## src/rtl/dbell_pkg.sv

```systemverilog
package dbell_pkg;

  // Register kinds inside the window
  typedef enum logic [2:0] {
    K_NONE = 3'd0,
    K_STAT = 3'd1,
    K_SET  = 3'd2,
    K_CLR  = 3'd3,
    K_ID   = 3'd4
  } reg_kind_e;

  localparam int ID_WORDS = 12;
  localparam int ID_IW    = 4;

  // Identification bytes, indexed by word position from the ID base upward
  function automatic logic [7:0] id_byte(input logic [ID_IW-1:0] idx);
    logic [7:0] v;
    case (idx)
      4'd0:    v = 8'h04;
      4'd4:    v = 8'h56;
      4'd5:    v = 8'hB8;
      4'd6:    v = 8'h0B;
      4'd8:    v = 8'h0D;
      4'd9:    v = 8'hF0;
      4'd10:   v = 8'h05;
      4'd11:   v = 8'hB1;
      default: v = 8'h00;
    endcase
    return v;
  endfunction

endpackage

```

## src/rtl/dbell_decode.sv

```systemverilog
module dbell_decode
  import dbell_pkg::*;
#(
  parameter int AW     = 12,
  parameter int NBANK  = 2,
  parameter int BANK_W = 1
) (
  input  logic [AW-1:0]     paddr,
  output reg_kind_e         kind,
  output logic [BANK_W-1:0] bank,
  output logic [ID_IW-1:0]  id_idx
);

  localparam int ID_BASE = (1 << AW) - ID_WORDS * 4;

  logic [AW-5:0] hi;
  logic [AW-1:0] id_off;

  assign hi     = paddr[AW-1:4];
  assign id_off = paddr - AW'(ID_BASE);

  always_comb begin
    kind   = K_NONE;
    bank   = '0;
    id_idx = '0;
    if (paddr[1:0] == 2'b00) begin
      if (int'(paddr) >= ID_BASE) begin
        kind   = K_ID;
        id_idx = id_off[ID_IW+1:2];
      end else if (int'(hi) < NBANK) begin
        bank = hi[BANK_W-1:0];
        case (paddr[3:2])
          2'd0:    kind = K_STAT;
          2'd1:    kind = K_SET;
          2'd2:    kind = K_CLR;
          default: kind = K_NONE;
        endcase
      end
    end
  end

endmodule

```

## src/rtl/dbell_flagbank.sv

```systemverilog
module dbell_flagbank #(
  parameter int NFLAG = 4
) (
  input  logic             clk,
  input  logic             rst_n,
  input  logic             set_we,
  input  logic             clr_we,
  input  logic [NFLAG-1:0] wmask,
  output logic [NFLAG-1:0] flags,
  output logic             irq
);

  always_ff @(posedge clk) begin
    if (!rst_n)      flags <= '0;
    else if (set_we) flags <= flags | wmask;
    else if (clr_we) flags <= flags & ~wmask;
  end

  assign irq = |flags;

  // every masked bit is pending after a set write
  p_set_lands_r2: assert property (@(posedge clk) disable iff (!rst_n)
    set_we |=> ((flags & $past(wmask)) == $past(wmask)));

  // every masked bit is gone after a clear write
  p_clr_lands_r3: assert property (@(posedge clk) disable iff (!rst_n)
    clr_we |=> ((flags & $past(wmask)) == '0));

  // bits not named by a clear write survive it
  p_clr_keeps_r3: assert property (@(posedge clk) disable iff (!rst_n)
    clr_we |=> ((flags & ~$past(wmask)) == ($past(flags) & ~$past(wmask))));

  // without a strobe for this bank nothing moves
  p_idle_hold_r10: assert property (@(posedge clk) disable iff (!rst_n)
    (!set_we && !clr_we) |=> $stable(flags));

endmodule

```

## src/rtl/dbell_idrom.sv

```systemverilog
module dbell_idrom
  import dbell_pkg::*;
#(
  parameter int DW = 32
) (
  input  logic [ID_IW-1:0] idx,
  output logic [DW-1:0]    word
);

  assign word = DW'(id_byte(idx));

endmodule

```

## src/rtl/xcpu_doorbell.sv

```systemverilog
module xcpu_doorbell
  import dbell_pkg::*;
#(
  parameter int AW    = 12,
  parameter int DW    = 32,
  parameter int NBANK = 2,
  parameter int NFLAG = 4
) (
  input  logic             clk,
  input  logic             rst_n,
  input  logic             psel,
  input  logic             penable,
  input  logic             pwrite,
  input  logic [AW-1:0]    paddr,
  input  logic [DW-1:0]    pwdata,
  output logic [DW-1:0]    prdata,
  output logic             pready,
  output logic             acc_err,
  output logic [NBANK-1:0] cpu_irq
);

  localparam int BANK_W = (NBANK > 1) ? $clog2(NBANK) : 1;

  reg_kind_e          kind;
  logic [BANK_W-1:0]  bank;
  logic [ID_IW-1:0]   id_idx;
  logic [DW-1:0]      id_word;
  logic               acc;
  logic               bad;
  logic               wr_ok;
  logic [NFLAG-1:0]   flags [NBANK];
  logic [DW-1:0]      stat_word;
  logic               unused_hi;

  assign acc       = psel && penable;
  assign unused_hi = ^pwdata[DW-1:NFLAG];

  dbell_decode #(.AW(AW), .NBANK(NBANK), .BANK_W(BANK_W)) u_decode (
    .paddr  (paddr),
    .kind   (kind),
    .bank   (bank),
    .id_idx (id_idx)
  );

  dbell_idrom #(.DW(DW)) u_idrom (
    .idx  (id_idx),
    .word (id_word)
  );

  // Legality: direction must match the register kind
  always_comb begin
    case (kind)
      K_STAT, K_ID: bad = pwrite;
      K_SET, K_CLR: bad = !pwrite;
      default:      bad = 1'b1;
    endcase
  end

  assign acc_err = acc && bad;
  assign wr_ok   = acc && pwrite && !bad;
  assign pready  = 1'b1;

  for (genvar b = 0; b < NBANK; b++) begin : g_bank
    logic sel;
    assign sel = (int'(bank) == b);

    dbell_flagbank #(.NFLAG(NFLAG)) u_bank (
      .clk    (clk),
      .rst_n  (rst_n),
      .set_we (wr_ok && sel && (kind == K_SET)),
      .clr_we (wr_ok && sel && (kind == K_CLR)),
      .wmask  (pwdata[NFLAG-1:0]),
      .flags  (flags[b]),
      .irq    (cpu_irq[b])
    );

    // an interrupt line only rises on the edge after a committed write
    p_irq_rise_r4: assert property (@(posedge clk) disable iff (!rst_n)
      $rose(cpu_irq[b]) |-> $past(acc && pwrite));

    // reset leaves every line low
    p_reset_quiet_r1: assert property (@(posedge clk)
      !rst_n |=> !cpu_irq[b]);
  end

  always_comb begin
    stat_word = '0;
    for (int b = 0; b < NBANK; b++) begin
      if (int'(bank) == b) stat_word = DW'(flags[b]);
    end
  end

  always_comb begin
    prdata = '0;
    if (acc && !pwrite) begin
      case (kind)
        K_STAT:  prdata = stat_word;
        K_ID:    prdata = id_word;
        default: prdata = '0;
      endcase
    end
  end

  // error only in an access phase
  p_err_phase_r9: assert property (@(posedge clk) disable iff (!rst_n)
    acc_err |-> (psel && penable));

  // an erroneous read returns zero
  p_bad_read_zero_r6: assert property (@(posedge clk) disable iff (!rst_n)
    (acc_err && !pwrite) |-> (prdata == '0));

  // an erroneous write leaves the interrupt lines steady
  p_bad_write_idle_r8: assert property (@(posedge clk) disable iff (!rst_n)
    (acc_err && pwrite) |=> $stable(cpu_irq));

endmodule

```

## config.mk

```make
export PLATFORM = sky130hd
export DESIGN_NAME = xcpu_doorbell
export DESIGN_NICKNAME = d
export VERILOG_FILES = /design/src/rtl/dbell_pkg.sv /design/src/rtl/dbell_decode.sv /design/src/rtl/dbell_flagbank.sv /design/src/rtl/dbell_idrom.sv /design/src/rtl/xcpu_doorbell.sv
export SDC_FILE = /design/constraint.sdc
export NUM_CORES = 1
export LEC_CHECK = 0
export BUFFER_PORTS_ARGS = -buffer_cell sky130_fd_sc_hd__clkbuf_2
export CAP_MARGIN = 20
export CORE_ASPECT_RATIO = 0.75
export CORE_UTILIZATION = 30
export CTS_BUF_LIST = sky130_fd_sc_hd__clkbuf_8
export DETAILED_ROUTE_END_ITERATION = 16
export GPL_TIMING_DRIVEN = 0
export PLACE_DENSITY = 0.65
export SYNTH_ARGS = -nofsm -noshare
export SYNTH_HDL_FRONTEND = slang
export SYNTH_SLANG_ARGS = --single-unit
```

## constraint.sdc

```tcl
create_clock -name clk -period 3.1 [get_ports clk]
set_input_delay 0.62 -clock clk [delete_from_list [all_inputs] [get_ports clk]]
set_output_delay 0.62 -clock clk [all_outputs]
set_load 0.005 [all_outputs]
```

==> run_results.csv <==
group,metric,value,unit
outcome,status,"finished, final reports clean",
cells_and_area,n_fill_cell,312,
timing,worst_slack,0.0790,ns
timing,slew_viol_final,0,
timing,fmax,0.331,GHz
cells_and_area,nets,247,
routing,vias,1007,
critical_path,worstPathArrival,2.40,ns
logic_synthesis,ys_types,28,
critical_path,start_kind,"input port",
routing,routed_via_density,4.46,
power_and_ir_drop,pwr-share-seq,32.2,%
logic_synthesis,syn_area,1020,sq um
clock_tree,worstSkewPairLatency,0.23,ns
critical_path,cp-startpoint,"paddr[2]",
critical_path,reg2reg_depth,2,
critical_path,cp-end-kind,"output pin",
grt,grt_pass1_wl,3790,microns
floorplan,initial_utilization,33.0,%
routing,drcViolationCount,0,
grt,grt_overflow_total,0,
critical_path,path_class,"input port to output pin",
power_and_ir_drop,ir_worst_vdd,0.208,mV
power_and_ir_drop,switching_share,27.0,%
cells_and_area,fin_area,1430,sq um
floorplan,die_w,69.3,microns
cells_and_area,final_layout_size_suffix_gt1_share,43.6,%
grt,antenna_found_initial,0,
routing,final_antenna_net_count,0,
logic_synthesis,yosys_warnings,0,
timing,setup_viol_count_final,0,
clock_tree,cts-hold-fix-buffers,0,
clock_tree,clockBufferDepth,2,
critical_path,required,2.48,ns
timing,final_hold_viol_count,0,
grt,grt_pass1_vias,841,
logic_synthesis,synth.avg_cell_area,7.83,sq um
floorplan,dieArea,3630,sq um
placement,gp_congestion,0.904,
grt,grt_max_degree,10,
hold_path,hold_class,"flip-flop to flip-flop",
critical_path,r2r_slack,2.48,ns
floorplan,die_h,52.5,microns
cells_and_area,antennaDiodeCount,0,
power_and_ir_drop,p_switching,86.7,uW
power_and_ir_drop,p_clk_share,38.8,%
timing,period_share,97.5,%
floorplan,placementRows,17,
placement,pre_cts_ws,-0.276,ns
routing,drt_iter0_drc,30,
routing,wl_per_cell,11.3,microns
timing,clock_skew,0,ns
critical_path,cp_max_fo,4,
clock_tree,cts_tree,"done",
timing,rsz0062_at_grt,"no",
clock_tree,clk_pin_slew,0.04,ns
power_and_ir_drop,pwr-share-comb,28.9,%
power_and_ir_drop,p_leak,0.781,nW
placement,dpl_cell_area,1300,sq um
clock_tree,htree_num_levels,1,
floorplan,ioPinCount,85,
power_and_ir_drop,powerDensity,225,nW/um^2
logic_synthesis,syn_inst,130,
clock_tree,cts.sinks,8,
timing,period_minus_slack,3.02,ns
logic_synthesis,synth_sequential_area_ratio,15.7,%
clock_tree,cts_buffers,3,
power_and_ir_drop,intPower,234,uW
floorplan,core,3080,sq um
run,maxCapViolations,0,
routing,finalWirelength,2560,microns
cells_and_area,area_delta_synth_final,40.0,%
placement,place_hpwl,1910,microns
critical_path,crit_end,"prdata[0]",
logic_synthesis,ys_ff_latch,8,
placement,port_buffers,30,
routing,drtPass1Iterations,4,
clock_tree,cts_root_buffer,"clkbuf_8",
grt,grtUsageTotal,13.4,%
metal layers:
layer	share of wire [%]	vias to the layer above	global-route usage [%]
met1	52	444	18.8
met3	7.5	4	5.19
met4	1.4	0	3.06
met5	0	-	0
met2	39	42	18.9
li1	-	517	-
power groups by stage:
stage                     logic (mW)  registers (mW)  clock network, mW
after floorplan               0.0597           0.105                  0
after global placement        0.0843           0.105                  0
after detailed placement      0.0848           0.105                  0
after CTS                     0.0894           0.103              0.127
after global routing           0.102           0.103              0.136
final                         0.0928           0.103              0.125
synthesized netlist by cell type:
cell type | count | area, sq um
dfxtp_1 | 8 | 160
nor2_1 | 7 | 26.3
nor2b_1 | 2 | 12.5
nor4_4 | 1 | 21.3
a31oi_1 | 2 | 12.5
nor4b_4 | 1 | 23.8
nand2_1 | 17 | 63.8
and3_2 | 1 | 7.51
o22ai_1 | 3 | 18.8
conb_1 | 2 | 7.51
a2bb2oi_1 | 1 | 8.76
a22oi_1 | 3 | 22.5
inv_1 | 6 | 22.5
mux2i_1 | 12 | 120
o21a_1 | 1 | 7.51
a21boi_0 | 1 | 7.51
a21oi_1 | 2 | 10.0
o21ba_2 | 1 | 10.0
nand2_2 | 1 | 6.26
nand3_1 | 9 | 45.0
and4_1 | 2 | 17.5
nand4_1 | 3 | 18.8
buf_4 | 30 | 225
or4_1 | 2 | 15.0
buf_6 | 1 | 11.3
ha_1 | 8 | 100
nor3_1 | 2 | 10.0
and2_1 | 1 | 6.26
kinds of logic (layout without fill, tap and decap cells):
family,after synthesis,after routing,share of synthesized area [%]
and+or+nand+nor,49,49,26.9
buffers and inverters,37,72,25.4
AOI/OAI and AO/OA,14,14,9.58
muxes,12,12,11.8
adders and majority gates,8,8,9.83
DFF,8,8,15.7
other,2,25,0.737
worst max-delay path: stages:
cell and delay (ns):
clkbuf_2 0.11, inv_1 0.12, ha_1 0.23, a21boi_2 0.09, nor4b_4 0.32, nand2_2 0.21
ha_4 0.21, nor2_2 0.08, a22oi_1 0.07, o22ai_1 0.20, buf_2 0.14
cells in the final DEF (no fill, tap or decap), types with 2 or more instances in the layout:
cell / count
and4_1: 2
a22oi_1: 3
mux2i_1: 12
nand3_1: 9
nand2_1: 15
nand4_1: 3
dfxtp_1: 8
buf_4: 32
a31oi_1: 2
clkbuf_8: 3
buf_6: 2
conb_1: 25
inv_1: 4
nand2_2: 3
nor3_1: 2
nor2_1: 6
ha_1: 4
nor2b_1: 2
or4_1: 2
buf_2: 2
ha_4: 3
o22ai_1: 3
clkbuf_2: 27
metrics by stage:
stage               hold WS (ns)  util (%)  instances  TNS, ns  total power [mW]
floorplan                  0.445         -        153        0             0.165
global placement           0.466      42.2        221    -1.28             0.189
detailed placement         0.475      42.2        221    -1.33             0.190
CTS                        0.482      45.1        228        0             0.320
global route               0.487      46.2        226        0             0.341
finish                     0.481      46.2        226        0             0.321
repair_timing:
action	in CTS	in global routing
cloned	0	0
endpoints found under the setup margin	6	6
buffers inserted	4	0
pin swaps	3	11
resized for setup	7	16
endpoints found under the hold margin	0	0
cell type report:
type	instances	area (sq um)	area share (%)
timing repair buffer	34	186	13.1
tap	38	47.5	3.33
buffer	29	221	15.5
sequential	8	160	11.2
inverter	6	28.8	2.02
clock buffer	3	41.3	2.89
multi-input combinational	108	741	51.9
worst min-delay path by stage:
stage | to | depth (start not counted)
6_report | flip-flop | 2
5_1_grt | flip-flop | 2
4_1_cts | flip-flop | 2
3_5_place_dp | flip-flop | 2
3_3_place_gp | flip-flop | 2
2_1_floorplan | flip-flop | 2
(Power assumes the default switching activity.)
